### config.mk
export PLATFORM = sky130hd
export DESIGN_NAME = quad_timer_unit
export DESIGN_NICKNAME = d
export VERILOG_FILES = /design/src/rtl/qtu_pkg.sv /design/src/rtl/qtu_prescaler.sv /design/src/rtl/qtu_edge_sync.sv /design/src/rtl/qtu_counter.sv /design/src/rtl/quad_timer_unit.sv
export SDC_FILE = /design/constraint.sdc
export NUM_CORES = 1
export LEC_CHECK = 0
export CAP_MARGIN = 10
export CORE_MARGIN = 2
export CORE_UTILIZATION = 55
export DETAILED_ROUTE_END_ITERATION = 12
export DONT_BUFFER_PORTS = 1
export PLACE_DENSITY = 0.75
export SYNTH_ARGS = -nofsm -noshare
export SYNTH_HDL_FRONTEND = slang
export SYNTH_SLANG_ARGS = --single-unit
### constraint.sdc
create_clock -name clk -period 4.8 [get_ports clk]
set_clock_uncertainty 0.1 [all_clocks]
set_input_delay 0.48 -clock clk [delete_from_list [all_inputs] [get_ports clk]]
set_output_delay 0.48 -clock clk [all_outputs]
set_load 0.005 [all_outputs]
### src/rtl/qtu_pkg.sv
package qtu_pkg;

  localparam int NUM_TIMERS = 4;
  localparam int NUM_EXT    = 3;

  // register offsets
  localparam int OFS_T1     = 0;
  localparam int OFS_T2     = 1;
  localparam int OFS_T3     = 2;
  localparam int OFS_T4     = 3;
  localparam int OFS_MODE_A = 4;
  localparam int OFS_MODE_B = 5;
  localparam int OFS_FLAGS  = 6;

  // select bit positions inside the two mode registers
  localparam int MA_T1_ALT = 0;
  localparam int MA_T2_ALT = 1;
  localparam int MA_T2_EXT = 4;
  localparam int MB_T3_ALT = 0;
  localparam int MB_T3_EXT = 5;
  localparam int MB_T4_ALT = 1;
  localparam int MB_T4_EXT = 4;

  typedef enum logic [1:0] {
    SRC_BASE = 2'd0,
    SRC_ALT  = 2'd1,
    SRC_EXT  = 2'd2
  } src_sel_e;

  // higher-numbered bit wins, lower-numbered bit next, else the base tap
  function automatic src_sel_e pick_source(input logic hi_bit, input logic lo_bit);
    if (hi_bit)      return SRC_EXT;
    else if (lo_bit) return SRC_ALT;
    else             return SRC_BASE;
  endfunction

  function automatic logic route_tick(input src_sel_e sel, input logic base,
                                      input logic alt, input logic ext);
    case (sel)
      SRC_ALT: return alt;
      SRC_EXT: return ext;
      default: return base;
    endcase
  endfunction

endpackage

### src/rtl/qtu_prescaler.sv
module qtu_prescaler #(
  parameter int SLOW_LOG2 = 12,
  parameter int MID_LOG2  = 4
) (
  input  logic clk,
  input  logic rst_n,
  output logic tick_div2,
  output logic tick_mid,
  output logic tick_slow
);

  logic [SLOW_LOG2-1:0] div_q;

  always_ff @(posedge clk or negedge rst_n) begin
    if (!rst_n) div_q <= '0;
    else        div_q <= div_q + 1'b1;
  end

  assign tick_div2 = div_q[0];
  assign tick_mid  = &div_q[MID_LOG2-1:0];
  assign tick_slow = &div_q;


  slow_nested_chk: assert property (@(posedge clk) disable iff (!rst_n)
    tick_slow |-> (tick_mid && tick_div2));


  mid_single_chk: assert property (@(posedge clk) disable iff (!rst_n)
    tick_mid |=> !tick_mid);

endmodule

### src/rtl/qtu_edge_sync.sv
module qtu_edge_sync #(
  parameter int STAGES = 2
) (
  input  logic clk,
  input  logic rst_n,
  input  logic async_in,
  output logic fall_pulse
);

  logic [STAGES-1:0] sync_q;
  logic              last_q;

  always_ff @(posedge clk or negedge rst_n) begin
    if (!rst_n) begin
      sync_q <= '0;
      last_q <= 1'b0;
    end else begin
      sync_q <= {sync_q[STAGES-2:0], async_in};
      last_q <= sync_q[STAGES-1];
    end
  end

  assign fall_pulse = last_q & ~sync_q[STAGES-1];


  fall_single_chk: assert property (@(posedge clk) disable iff (!rst_n)
    fall_pulse |=> !fall_pulse);

endmodule

### src/rtl/qtu_counter.sv
module qtu_counter #(
  parameter int             W       = 8,
  parameter logic [W-1:0]   RST_VAL = '1
) (
  input  logic         clk,
  input  logic         rst_n,
  input  logic         tick,
  input  logic         load,
  input  logic [W-1:0] load_val,
  output logic [W-1:0] cnt_q,
  output logic         ovf
);

  logic [W-1:0] latch_q;

  function automatic logic [W-1:0] step_down(input logic [W-1:0] cur,
                                             input logic [W-1:0] rld);
    return (cur == '0) ? rld : cur - 1'b1;
  endfunction

  assign ovf = tick && !load && (cnt_q == '0);

  always_ff @(posedge clk or negedge rst_n) begin
    if (!rst_n) begin
      cnt_q   <= RST_VAL;
      latch_q <= RST_VAL;
    end else if (load) begin
      cnt_q   <= load_val;
      latch_q <= load_val;
    end else if (tick) begin
      cnt_q   <= step_down(cnt_q, latch_q);
    end
  end


  load_chk: assert property (@(posedge clk) disable iff (!rst_n)
    load |=> (cnt_q == $past(load_val)) && (latch_q == $past(load_val)));


  dec_chk: assert property (@(posedge clk) disable iff (!rst_n)
    (tick && !load && cnt_q != '0) |=> cnt_q == $past(cnt_q) - 1'b1);


  idle_chk: assert property (@(posedge clk) disable iff (!rst_n)
    (!tick && !load) |=> $stable(cnt_q));


  reload_chk: assert property (@(posedge clk) disable iff (!rst_n)
    ovf |=> cnt_q == $past(latch_q));

endmodule

### src/rtl/quad_timer_unit.sv
module quad_timer_unit
  import qtu_pkg::*;
#(
  parameter int TMR_W       = 8,
  parameter int ADDR_W      = 3,
  parameter int SLOW_LOG2   = 12,
  parameter int MID_LOG2    = 4,
  parameter int SYNC_STAGES = 2
) (
  input  logic              clk,
  input  logic              rst_n,
  input  logic              bus_wr,
  input  logic [ADDR_W-1:0] bus_addr,
  input  logic [TMR_W-1:0]  bus_wdata,
  output logic [TMR_W-1:0]  bus_rdata,
  input  logic              pin_t2_clk,
  input  logic              pin_hsync,
  input  logic              pin_t3_clk,
  output logic [3:0]        irq_req
);

  localparam int PAD_W = TMR_W - NUM_TIMERS;

  // divided clock taps
  logic tick_div2, tick_div16, tick_div4096;

  qtu_prescaler #(.SLOW_LOG2(SLOW_LOG2), .MID_LOG2(MID_LOG2)) u_pre (
    .clk       (clk),
    .rst_n     (rst_n),
    .tick_div2 (tick_div2),
    .tick_mid  (tick_div16),
    .tick_slow (tick_div4096)
  );

  // external pins: index 0 timer-2 pin, 1 hsync, 2 timer-3 pin
  logic [NUM_EXT-1:0] pin_raw, pin_fall;
  assign pin_raw = {pin_t3_clk, pin_hsync, pin_t2_clk};

  for (genvar g = 0; g < NUM_EXT; g++) begin : g_sync
    qtu_edge_sync #(.STAGES(SYNC_STAGES)) u_sync (
      .clk        (clk),
      .rst_n      (rst_n),
      .async_in   (pin_raw[g]),
      .fall_pulse (pin_fall[g])
    );
  end

  // bus decode
  logic load_t1, load_t2, load_t3, load_t4, mode_a_wr, mode_b_wr, flag_wr;
  assign load_t1   = bus_wr && (bus_addr == ADDR_W'(OFS_T1));
  assign load_t2   = bus_wr && (bus_addr == ADDR_W'(OFS_T2));
  assign load_t3   = bus_wr && (bus_addr == ADDR_W'(OFS_T3));
  assign load_t4   = bus_wr && (bus_addr == ADDR_W'(OFS_T4));
  assign mode_a_wr = bus_wr && (bus_addr == ADDR_W'(OFS_MODE_A));
  assign mode_b_wr = bus_wr && (bus_addr == ADDR_W'(OFS_MODE_B));
  assign flag_wr   = bus_wr && (bus_addr == ADDR_W'(OFS_FLAGS));

  // mode registers
  logic [TMR_W-1:0] mode_a_q, mode_b_q;

  always_ff @(posedge clk or negedge rst_n) begin
    if (!rst_n) begin
      mode_a_q <= '0;
      mode_b_q <= '0;
    end else begin
      if (mode_a_wr) mode_a_q <= bus_wdata;
      if (mode_b_wr) mode_b_q <= bus_wdata;
    end
  end

  // source selection, one named wire per timer
  src_sel_e sel_t1, sel_t2, sel_t3, sel_t4;
  assign sel_t1 = pick_source(1'b0,                mode_a_q[MA_T1_ALT]);
  assign sel_t2 = pick_source(mode_a_q[MA_T2_EXT], mode_a_q[MA_T2_ALT]);
  assign sel_t3 = pick_source(mode_b_q[MB_T3_EXT], mode_b_q[MB_T3_ALT]);
  assign sel_t4 = pick_source(mode_b_q[MB_T4_EXT], mode_b_q[MB_T4_ALT]);

  logic tick_t1, tick_t2, tick_t3, tick_t4;
  logic ovf_t1, ovf_t2, ovf_t3, ovf_t4;
  logic [TMR_W-1:0] cnt_t1, cnt_t2, cnt_t3, cnt_t4;

  assign tick_t1 = route_tick(sel_t1, tick_div16, tick_div4096, 1'b0);
  assign tick_t2 = route_tick(sel_t2, tick_div16, ovf_t1,       pin_fall[0]);
  assign tick_t3 = route_tick(sel_t3, tick_div16, pin_fall[1],  pin_fall[2]);
  assign tick_t4 = route_tick(sel_t4, tick_div16, tick_div2,    ovf_t3);

  qtu_counter #(.W(TMR_W)) u_t1 (
    .clk(clk), .rst_n(rst_n), .tick(tick_t1), .load(load_t1),
    .load_val(bus_wdata), .cnt_q(cnt_t1), .ovf(ovf_t1));

  qtu_counter #(.W(TMR_W)) u_t2 (
    .clk(clk), .rst_n(rst_n), .tick(tick_t2), .load(load_t2),
    .load_val(bus_wdata), .cnt_q(cnt_t2), .ovf(ovf_t2));

  qtu_counter #(.W(TMR_W)) u_t3 (
    .clk(clk), .rst_n(rst_n), .tick(tick_t3), .load(load_t3),
    .load_val(bus_wdata), .cnt_q(cnt_t3), .ovf(ovf_t3));

  qtu_counter #(.W(TMR_W)) u_t4 (
    .clk(clk), .rst_n(rst_n), .tick(tick_t4), .load(load_t4),
    .load_val(bus_wdata), .cnt_q(cnt_t4), .ovf(ovf_t4));

  // sticky request bits
  logic [NUM_TIMERS-1:0] ovf_v, irq_flags;
  assign ovf_v = {ovf_t4, ovf_t3, ovf_t2, ovf_t1};

  always_ff @(posedge clk or negedge rst_n) begin
    if (!rst_n) begin
      irq_flags <= '0;
    end else begin
      for (int i = 0; i < NUM_TIMERS; i++) begin
        if (ovf_v[i])                       irq_flags[i] <= 1'b1;
        else if (flag_wr && !bus_wdata[i])  irq_flags[i] <= 1'b0;
      end
    end
  end

  assign irq_req = irq_flags;

  // read mux
  always_comb begin
    case (bus_addr)
      ADDR_W'(OFS_T1):     bus_rdata = cnt_t1;
      ADDR_W'(OFS_T2):     bus_rdata = cnt_t2;
      ADDR_W'(OFS_T3):     bus_rdata = cnt_t3;
      ADDR_W'(OFS_T4):     bus_rdata = cnt_t4;
      ADDR_W'(OFS_MODE_A): bus_rdata = mode_a_q;
      ADDR_W'(OFS_MODE_B): bus_rdata = mode_b_q;
      ADDR_W'(OFS_FLAGS):  bus_rdata = {{PAD_W{1'b0}}, irq_flags};
      default:             bus_rdata = '0;
    endcase
  end


  flag_set_chk: assert property (@(posedge clk) disable iff (!rst_n)
    (|ovf_v) |=> ((irq_flags & $past(ovf_v)) == $past(ovf_v)));


  flag_hold_chk: assert property (@(posedge clk) disable iff (!rst_n)
    (!(|ovf_v) && !flag_wr) |=> $stable(irq_flags));


  t4_cascade_chk: assert property (@(posedge clk) disable iff (!rst_n)
    (mode_b_q[MB_T4_EXT] && !ovf_t3 && !load_t4) |=> $stable(cnt_t4));

endmodule

==> results.toml, run 1 <==
[critical_path]
cp_slowest_cell = "or4b_1"
required_ns = 5.02
ff2ff_path_depth = 5
cp_top_family = "simple AND/OR/NAND/NOR gates"
path_buf_inv = 0
cpMostUsedCell = "or4_1"
start_kind = "flop"
ff2ff_setup_slack_ns = 1.67
worstPathCellList = "or4_1 > or4b_1 > o31a_1 > or4_1 > nand3_1"
r2r-end = "u_t4.cnt_q[6]$_DFFE_PN1P_"
crit_path_end_kind = "flop"
critPathMaxFanout = 16
r2r_start = "u_t3.cnt_q[2]$_DFFE_PN1P_"
critical-path-max-stage-delay_ns = 0.79
critical_path_arrival_ns = 3.36
critPathKind = "reg2reg"

[layout]
largest_reg_flops = 12
fin_util_pct = 60.2
drive_gt1_share_pct = 18.6
diodes = 0
stdcell_area_um2 = 5860
area_growth_pct = 6.41
top_register = "u_pre.div_q"
fin_nets = 595

[clock_network]
htree_levels = 3
cts_resized = 0
clockBufferDepth = 2
numCtsBuffers = 9
clkTransAtPathRegs_ns = 0.10
clock-sinks = 105
cts_tree = "built"
insertion_delay_ns = 0.38
cts-root-buf = "clkbuf_8"

[detailed_routing]
wl_per_cell_um = 18.9
wl_mm = 13.4
drcViolationCount = 0
ant_nets = 0
drt_iter0_markers = 340
drtPass1Iterations = 5
vias_per_cell = 6.14
via_count = 4340

[synth]
synth_area_leader_cell = "dfstp_2"
synth-warning-count = 0
async_reset_ff_share_pct = 100
yosys.area_share.simple_pct = 18.9
ys_ff_latch = 105
syn_inst = 581
synth_top_family_by_area = "simple AND/OR/NAND/NOR gates"
synth_top_cell_area_share_pct = 30.5
synth_compound_area_share_pct = 15.0
synth.avg_cell_area_um2 = 9.48
yosysUniqueCellTypes = 48
syn_area_um2 = 5510
synthMuxAreaShare_pct = 8.61
yosys-top-cells-area = "dfstp_2 31%, dfrtp_1 19%, nand2_1 7.9%"
synth_xor_area_share_pct = 2.70
synth_nets = 607
ys_seq_area_share_pct = 49.2
synth_edf_count = 0
ys.flop_type = "dfstp_2"
synthAdderAreaFrac_pct = 2.04

[floorplan]
die_h_um = 104
die_x_um = 104
num_rows = 36
core_um2 = 9730
design.die.area_um2 = 10800
ioPinCount = 29
start_util_pct = 56.6

[timing]
tns_ns = 0
setup_viol_count_final = 0
period_share_pct = 65.3
tightest_slew_ns = 0.766
grt_setup_unrepaired = "false"
fin_crit_ns = 3.13
fmaxAchievable_mhz = 319
slew_headroom_pct = 48.9
whs_ns = 0.0255
finalHoldViolCount = 0
drv_slew = 0

[grt]
track_usage_pct = 25.6
grt.overflow.total = 0
grt_max_degree = 106
antenna_found_initial = 0
grt_pass1_wl_mm = 21.8
first_global_vias = 4092

[placement]
dp_hpwl_mm = 9.10
gp_congestion = 0.912
dpl_cell_area_um2 = 5580
portBuffers = 0

[power]
irDropWorstVdd_v = 0.000348
powerDensity_nw_per_um2 = 508
p_total_mw = 2.98
leakage_nw = 2.53

[job]
drv_cap = 0

[hold_path]
min-delay-start = "pin_t3_clk"
worstHoldPathCells = 0
min_path_type = "in2reg"
min_to = "g_sync[2].u_sync.sync_q[0]$_DFF_PN0_"

[outcome]
status = "finished, final reports clean"
[stage by stage]
| stage | instances | setup WS (ns) |
|---|---|---|
| 2_1_floorplan | 581 | 2.17 |
| 4_1_cts | 705 | 1.69 |
| 5_1_grt | 707 | 1.56 |
| 6_report | 707 | 1.67 |
| 3_3_place_gp | 687 | 1.76 |
| 3_5_place_dp | 687 | 1.70 |
[kinds of logic after synthesis]
group,after synthesis
xor+xnor,17
mux,40
fa+ha+maj,9
flops,105
buf+inv,51
compound gates,132
simple gates,227
[layout make-up]
cell class,instances,area [µm²]
clock buffer,11,141
clock inverter,5,77.6
fill,851,3870
sequential,105,2710
multi-input combinational,425,2610
timing repair buffer,8,87.6
tap,133,166
inverter,20,75.1
[metal layers]
layer  vias up  GRT usage, %  share of wire (%)
met1      2134          34.6                 43
li1       2024             -                  -
met3        23          6.89                7.5
met5         -             0                  0
met2       159          40.9                 48
met4         0          7.53                2.2
[worst max-delay path by stage]
stage                                         start                   endpoint  cells after the start
final                     u_t3.cnt_q[2]$_DFFE_PN1P_  u_t4.cnt_q[6]$_DFFE_PN1P_                      5
after global routing      u_t3.cnt_q[2]$_DFFE_PN1P_  u_t4.cnt_q[6]$_DFFE_PN1P_                      5
after CTS                 u_t3.cnt_q[2]$_DFFE_PN1P_  u_t4.cnt_q[6]$_DFFE_PN1P_                      5
after detailed placement  u_t3.cnt_q[2]$_DFFE_PN1P_  u_t4.cnt_q[6]$_DFFE_PN1P_                      5
after global placement    u_t3.cnt_q[2]$_DFFE_PN1P_  u_t4.cnt_q[6]$_DFFE_PN1P_                      5
after floorplan           u_t3.cnt_q[2]$_DFFE_PN1P_  u_t4.cnt_q[0]$_DFFE_PN1P_                      7
[synth_stat cells, drive strengths merged (3+ instances only)]
master  count
nand2     116
dfstp      64
o21ai      44
dfrtp      41
nor2       32
a21oi      31
clkbuf     25
inv        20
mux2       19
mux2i      17
nor3       15
and3       14
xnor2      11
nand3      10
ha          9
or3         8
nor2b       7
o22ai       7
a21o        6
a31oi       6
buf         6
o22a        6
o31ai       6
xor2        6
a221o       5
a211oi      4
and2        4
mux4        4
nand2b      4
o221ai      4
a22oi       3
nand3b      3
nand4       3
nor3b       3
o211ai      3
or4         3
[timing repair]
action,CTS,global route
setup buffers,0,0
hold buffers,2,2
endpoints found under the hold margin,105,2
[cell usage in the layout (no fill, tap or decap), types with 8 or more instances in the layout]
master    synthesis  final
or3_1             8      8
inv_1            20     20
nand3_1          10     10
mux2_2           19     19
and3_1           14     14
clkbuf_8          0     10
nor3_1           15     15
nand2_1         116    116
dfstp_2          64     64
dfrtp_1          41     41
mux2i_1          17     17
o21ai_1          18     18
a21oi_1          31     31
o21ai_0          26     26
xnor2_1          11     11
ha_1              9      9
nor2_1           32     32
[report_power, final]
part           internal (mW)  total, mW  switching [mW]  leakage (nW)
logic                  0.414      0.879           0.465          1.25
clock network          0.308      0.609           0.301         0.111
registers               1.23       1.49           0.265          1.17
total                   1.95       2.98            1.03          2.53
[worst reg2reg max path, cell delays in order (launching register included)]
cell and delay [ns]:
dfstp_2 0.40, or4_1 0.54, or4b_1 0.79, o31a_1 0.58, or4_1 0.57, nand3_1 0.10
No activity file was read; power rests on OpenSTA's default activity.
==> run 2: changes to the inputs <==
--- a/config.mk
+++ b/config.mk
@@ -5,6 +5,7 @@
 export SDC_FILE = /design/constraint.sdc
 export NUM_CORES = 1
 export LEC_CHECK = 0
+export ABC_AREA = 1
 export CAP_MARGIN = 10
 export CORE_MARGIN = 2
 export CORE_UTILIZATION = 55
==> constraint.sdc (replaced) <==
create_clock -name clk -period 3.1 [get_ports clk]
set_clock_uncertainty 0.1 [all_clocks]
set_input_delay 0.31 -clock clk [delete_from_list [all_inputs] [get_ports clk]]
set_output_delay 0.31 -clock clk [all_outputs]
set_load 0.005 [all_outputs]
==> run 2 against run 1 <==
Via count increased by 15%. Worst setup slack got worse by 0.58 ns. Count of clock-buffer cells in the layout decreased by 2. Critical endpoint is now u_t4.cnt_q[5]$_DFFE_PN1P_. Synthesized cell count grew 28%. Highest routed layer unchanged. Combinational power grew 110%. Largest cell class unchanged. Non-clock buffer count increased by 6.
==> results.toml, run 2 <==
[timing]
fmaxAchievable_mhz = 497
finalHoldViolCount = 0
whs_ns = 0.0787
period_share_pct = 64.9
grt_setup_unrepaired = "false"
slew_headroom_pct = 58.4
tns_ns = 0
tightest_slew_ns = 0.622
drv_slew = 0
setup_viol_count_final = 0
fin_crit_ns = 2.01

[grt]
antenna_found_initial = 1
grt_pass1_wl_mm = 24.7
grt_max_degree = 106
grt.overflow.total = 0
track_usage_pct = 28.6
first_global_vias = 4846

[floorplan]
num_rows = 37
ioPinCount = 29
design.die.area_um2 = 11300
die_h_um = 106
start_util_pct = 56.1
core_um2 = 10200
die_x_um = 106

[synth]
synth_top_cell_area_share_pct = 29.3
yosysUniqueCellTypes = 35
syn_area_um2 = 5740
ys_top_cells_by_count = "268 x nand2_1, 83 x inv_1, 64 x dfstp_2"
synth_compound_area_share_pct = 10.1
ys_ff_latch = 105
synthMuxAreaShare_pct = 0
syn_inst = 744
synth_area_leader_cell = "dfstp_2"
synth-warning-count = 0
ys.flop_type = "dfstp_2"
yosys-top-cells-area = "dfstp_2 29%, dfrtp_1 18%, nand2_1 18%"
synth_xor_area_share_pct = 2.75
synth_nets = 770
synth_top_family_by_area = "simple AND/OR/NAND/NOR gates"
ys_seq_area_share_pct = 47.2
synth.avg_cell_area_um2 = 7.71
synthAdderAreaFrac_pct = 1.96
yosys.area_share.simple_pct = 30.6
async_reset_ff_share_pct = 100
synth.most_common_cell = "nand2_1"
synth_edf_count = 0

[critical_path]
critical_path_arrival_ns = 2.25
critPathKind = "reg2reg"
critPathMaxFanout = 10
cpMostUsedCell = "nand2_1"
start_kind = "flop"
required_ns = 3.34
cp_top_family = "simple AND/OR/NAND/NOR gates"
worstPathCellList = "ha_1 > nand2_1 > nor2_4 > nand2_1 > nand3_1 > nand4_4 > nand3_2 > nand2_1 > nand2_1"
crit_path_end_kind = "flop"
path_buf_inv = 0
critical-path-max-stage-delay_ns = 0.38
cp_slowest_cell = "dfrtp_1"

[power]
combPwrFrac_pct = 35.7
leakage_nw = 3.08
power_frac_clock_pct = 20.7
p_total_mw = 5.12
p_sw_share_pct = 39.6
powerDensity_nw_per_um2 = 820
power.internal_mw = 3.09
p_switching_mw = 2.03
irDropWorstVdd_v = 0.000540
seqPwrFrac_pct = 43.7

[detailed_routing]
drtPass1Iterations = 6
ant_nets = 0
wl_per_cell_um = 16.9
via_count = 5009
drcViolationCount = 0
vias_per_cell = 5.57
wl_mm = 15.2
drt_iter0_markers = 450

[layout]
mostFrequentLayoutCell = "nand2_1"
drive_gt1_share_pct = 15.6
mostFrequentLayoutCells = "268 x nand2_1, 83 x inv_1, 64 x dfstp_2"
area_growth_pct = 8.90
nFillCells = 894
largest_reg_flops = 12
top_register = "u_pre.div_q"
fin_nets = 783

[outcome]
status = "finished, final reports clean"

[clock_network]
insertion_delay_ns = 0.40
cts-root-buf = "clkbuf_8"
htree_levels = 3
clkTransAtPathRegs_ns = 0.10
cts_resized = 0
cts_tree = "built"
clock-sinks = 105
clockBufferDepth = 2
numCtsBuffers = 9

[placement]
dp_hpwl_mm = 10.6
gp_congestion = 0.952
portBuffers = 0

[job]
drv_cap = 0

[hold_path]
min_path_type = "in2reg"
==> run 2: changes by cell type in the layout (fill, tap and decap cells not counted), sizes merged, moves of 19 or more <==
cell / delta
nand2: +159
nand4: +22
nand3: +42
mux2: -19
a21oi: -22
inv: +78
nor2: +19
==> run 2: cells by family after synthesis <==
kind of cell | Yosys count
fa+ha+maj | 9
simple gates | 405
compound gates | 99
xor+xnor | 18
flops | 105
buf+inv | 108
==> run 2: per-stage QoR <==
| stage | setup slack, ns | area (µm²) | std cells | utilization [%] |
|---|---|---|---|---|
| after floorplan | 1.43 | 5740 | 744 | - |
| after global placement | 1.15 | 5850 | 869 | 57.2 |
| after detailed placement | 1.11 | 5850 | 869 | 57.2 |
| after CTS | 1.08 | 6240 | 898 | 61.0 |
| after global routing | 0.895 | 6240 | 898 | 61.0 |
| final | 1.09 | 6250 | 899 | 61.1 |
==> run 2: final timing paths <==
path	start	endpoint	slack (ns)	cells after the start
max in group asynchronous	rst_n	u_t2.latch_q[0]$_DFFE_PN1P_	2.10	2
min	bus_wr	u_t3.latch_q[0]$_DFFE_PN1P_	0.08	3
min in group asynchronous	rst_n	u_pre.div_q[11]$_DFF_PN0_	0.40	2
max	u_pre.div_q[0]$_DFF_PN0_	u_t4.cnt_q[5]$_DFFE_PN1P_	1.09	9
min reg2reg	g_sync[1].u_sync.sync_q[0]$_DFF_PN0_	g_sync[1].u_sync.sync_q[1]$_DFF_PN0_	0.26	0
max reg2reg	u_pre.div_q[0]$_DFF_PN0_	u_t4.cnt_q[5]$_DFFE_PN1P_	1.09	9
==> run 2: area by class of cell <==
class | count | area [µm²] | area share (%)
Clock inverter | 7 | 124 | 1.98
Clock buffer | 9 | 124 | 1.98
Multi-Input combinational cell | 531 | 2600 | 41.7
Antenna cell | 1 | 2.50 | 0.0401
Sequential cell | 105 | 2710 | 43.3
Tap cell | 136 | 170 | 2.72
Timing Repair Buffer | 14 | 155 | 2.48
Inverter | 96 | 360 | 5.77
==> run 2: power groups by stage <==
stage	combinational, mW	clock, mW	sequential, mW
2_1_floorplan	1.38	0	2.13
3_3_place_gp	1.69	0	2.23
3_5_place_dp	1.73	0	2.24
4_1_cts	1.80	1.07	2.22
5_1_grt	2.09	1.12	2.28
6_report	1.83	1.06	2.24
==> run 2: timing repair <==
item,in CTS,in global routing
buffers inserted,0,0
hold endpoints to repair,175,0
hold buffers,13,0
==> run 2: layer usage <==
metal	GRT usage (%)	share of wire [%]	vias to the layer above
li1	-	-	2418
met1	39.1	43	2379
met2	44.8	47	176
met3	4.97	6.4	36
met4	12.8	3.5	0
met5	0	0	-
==> run 2: worst reg2reg max path, delay by kind of cell (launching register included) <==
kind | cells | cell delay [ns]
adders and majority gates | 1 | 0.19
DFF | 1 | 0.38
and+or+nand+nor | 8 | 1.29
==> run 3: changes to the inputs <==
--- a/config.mk
+++ b/config.mk
@@ -5,7 +5,7 @@
 export SDC_FILE = /design/constraint.sdc
 export NUM_CORES = 1
 export LEC_CHECK = 0
-export ABC_AREA = 1
+export ABC_AREA = 0
 export CAP_MARGIN = 10
 export CORE_MARGIN = 2
 export CORE_UTILIZATION = 55
==> constraint.sdc (replaced) <==
create_clock -name clk -period 2.1 [get_ports clk]
set_clock_uncertainty 0.1 [all_clocks]
set_input_delay 0.21 -clock clk [delete_from_list [all_inputs] [get_ports clk]]
set_output_delay 0.21 -clock clk [all_outputs]
set_load 0.005 [all_outputs]
==> run 3 against run 2 <==
The run now ends with negative hold slack, negative setup slack left. Count of clock-buffer cells in the layout unchanged. Sequential cell count did not move. Worst setup slack got worse by 1.4 ns. Design area rose by 1.7%. Die area decreased by 3.8%. Wire length is 5.5% lower. Hold slack worse by 0.67 ns. First-iteration DRC count is 32% lower. Largest cell class is now multi-input combinational cells. Largest power group unchanged.
==> results.toml, run 3 (synthesis results as in run 1) <==
[timing]
fmaxAchievable_mhz = 413
finalHoldViolCount = 105
slew_headroom_pct = 56.1
setup_viol_count_final = 17
period_share_pct = 115
fin_crit_ns = 2.42
setup_ws_ns = -0.324
tightest_slew_ns = 0.658
drv_slew = 0
whs_ns = -0.595
grt_setup_unrepaired = "true"

[detailed_routing]
wl_mm = 14.3
drtPass1Iterations = 5
drcViolationCount = 0
via_count = 4601
vias_per_cell = 6.09
wl_per_cell_um = 19.0
ant_nets = 0
drt_iter0_markers = 305

[floorplan]
die_h_um = 104
core_um2 = 9730
die_x_um = 104
ioPinCount = 29
num_rows = 36
start_util_pct = 56.6
design.die.area_um2 = 10800

[critical_path]
start_kind = "flop"
cp_top_family = "simple AND/OR/NAND/NOR gates"
ff2ff_setup_slack_ns = -0.32
r2r-end = "u_t4.cnt_q[0]$_DFFE_PN1P_"
critical_path_arrival_ns = 2.64
r2r_start = "u_t3.cnt_q[5]$_DFFE_PN1P_"
critical-path-max-stage-delay_ns = 0.53
cp_slowest_cell = "or4_4"
path_buf_inv = 0
worstPathCellList = "or4_4 > or4b_4 > o31a_1 > or3_1 > a31oi_1"
crit_path_end_kind = "flop"
critPathMaxFanout = 4
ff2ff_path_depth = 5
required_ns = 2.32
critPathKind = "reg2reg"

[placement]
place_ws_ns = -0.355
gp_congestion = 0.894
dp_hpwl_mm = 9.53
dpl_cell_area_um2 = 5860
portBuffers = 0

[layout]
largest_reg_flops = 12
area_growth_pct = 15.3
multi_input_area_um2 = 2710
top_register = "u_pre.div_q"
drive_gt1_share_pct = 27.0
stdcell_area_um2 = 6350
diodes = 0
mostFrequentLayoutCells = "116 x nand2_1, 64 x dfstp_2, 41 x dfrtp_1"
fin_nets = 643
fin_util_pct = 65.3
layout.area.seq_um2 = 2710
nFillCells = 785
mostFrequentLayoutCell = "nand2_1"

[grt]
grt_pass1_wl_mm = 23.0
grt_max_degree = 106
grt.overflow.total = 0
antenna_found_initial = 0
first_global_vias = 4545
track_usage_pct = 27.1

[outcome]
violations = "negative hold slack, negative setup slack"
status = "finished with violations"

[clock_network]
clkTransAtPathRegs_ns = 0.11
insertion_delay_ns = 0.39
htree_levels = 3
ctsHoldBuffers = 11
cts_tree = "built"
clockBufferDepth = 2
clock-sinks = 105
cts-root-buf = "clkbuf_8"
numCtsBuffers = 9

[job]
drv_cap = 0

[power]
powerDensity_nw_per_um2 = 1130
leakage_nw = 2.79
irDropWorstVdd_v = 0.000793

[hold_path]
min_path_type = "in2async"
-- run 3: cell types whose count changed in the layout (fill, tap and decap cells not counted), moves of 17 or more --
cell	previous run	this run
nand2_1	268	116
inv_1	83	19
nand3_1	49	10
buf_4	1	39
o21ai_0	56	25
a21oi_1	8	29
nand4_1	23	3
mux2_2	0	19
mux2i_1	0	17
-- run 3: cell type report --
| type | count | area share, % |
|---|---|---|
| inverters | 20 | 1.18 |
| multi-input cells | 425 | 42.7 |
| clock inverters | 7 | 0.965 |
| well taps | 133 | 2.62 |
| flip-flops and latches | 105 | 42.6 |
| clock buffers | 9 | 1.95 |
| repair buffers | 56 | 7.94 |
-- run 3: metal layers --
metal	vias up	share of wire, %	global-route usage [%]
met5	-	0	0
met4	0	3.0	13.0
met3	35	6.1	6.08
met2	133	48	42.9
met1	2317	43	35.5
li1	2116	-	-
-- run 3: where the power goes --
part	internal (mW)	switching [mW]	total, mW
clock	0.454	0.746	1.20
sequential	2.79	0.478	3.27
combinational	1.33	1.36	2.68
total	4.57	2.58	7.15
-- run 3: worst max-delay path by stage --
stage	start	endpoint	slack, ns	depth (start not counted)
after floorplan	u_t3.cnt_q[5]$_DFFE_PN1P_	u_t4.cnt_q[0]$_DFFE_PN1P_	-0.47	7
after global placement	u_t3.cnt_q[5]$_DFFE_PN1P_	u_t4.cnt_q[6]$_DFFE_PN1P_	-0.30	5
after detailed placement	u_t3.cnt_q[5]$_DFFE_PN1P_	u_t4.cnt_q[0]$_DFFE_PN1P_	-0.35	5
after CTS	u_t3.cnt_q[5]$_DFFE_PN1P_	u_t4.cnt_q[0]$_DFFE_PN1P_	-0.30	5
after global routing	u_t3.cnt_q[5]$_DFFE_PN1P_	u_t4.cnt_q[0]$_DFFE_PN1P_	-0.38	5
final	u_t3.cnt_q[5]$_DFFE_PN1P_	u_t4.cnt_q[0]$_DFFE_PN1P_	-0.32	5
-- run 3: metrics by stage --
stage	power, mW	std cells	setup TNS [ns]
after global routing	7.58	755	-5.31
after floorplan	4.85	581	-3.00
after detailed placement	5.67	720	-3.63
final	7.15	755	-3.84
after global placement	5.55	720	-2.63
after CTS	7.02	752	-3.91
-- run 3: what timing repair did --
| item | CTS | global route |
|---|---|---|
| endpoints found under the hold margin | 187 | 105 |
| buffers inserted | 5 | 3 |
| pin swaps | 9 | 9 |
| endpoints found under the setup margin | 24 | 28 |
| cloned | 1 | 0 |
| gates resized for setup | 13 | 13 |
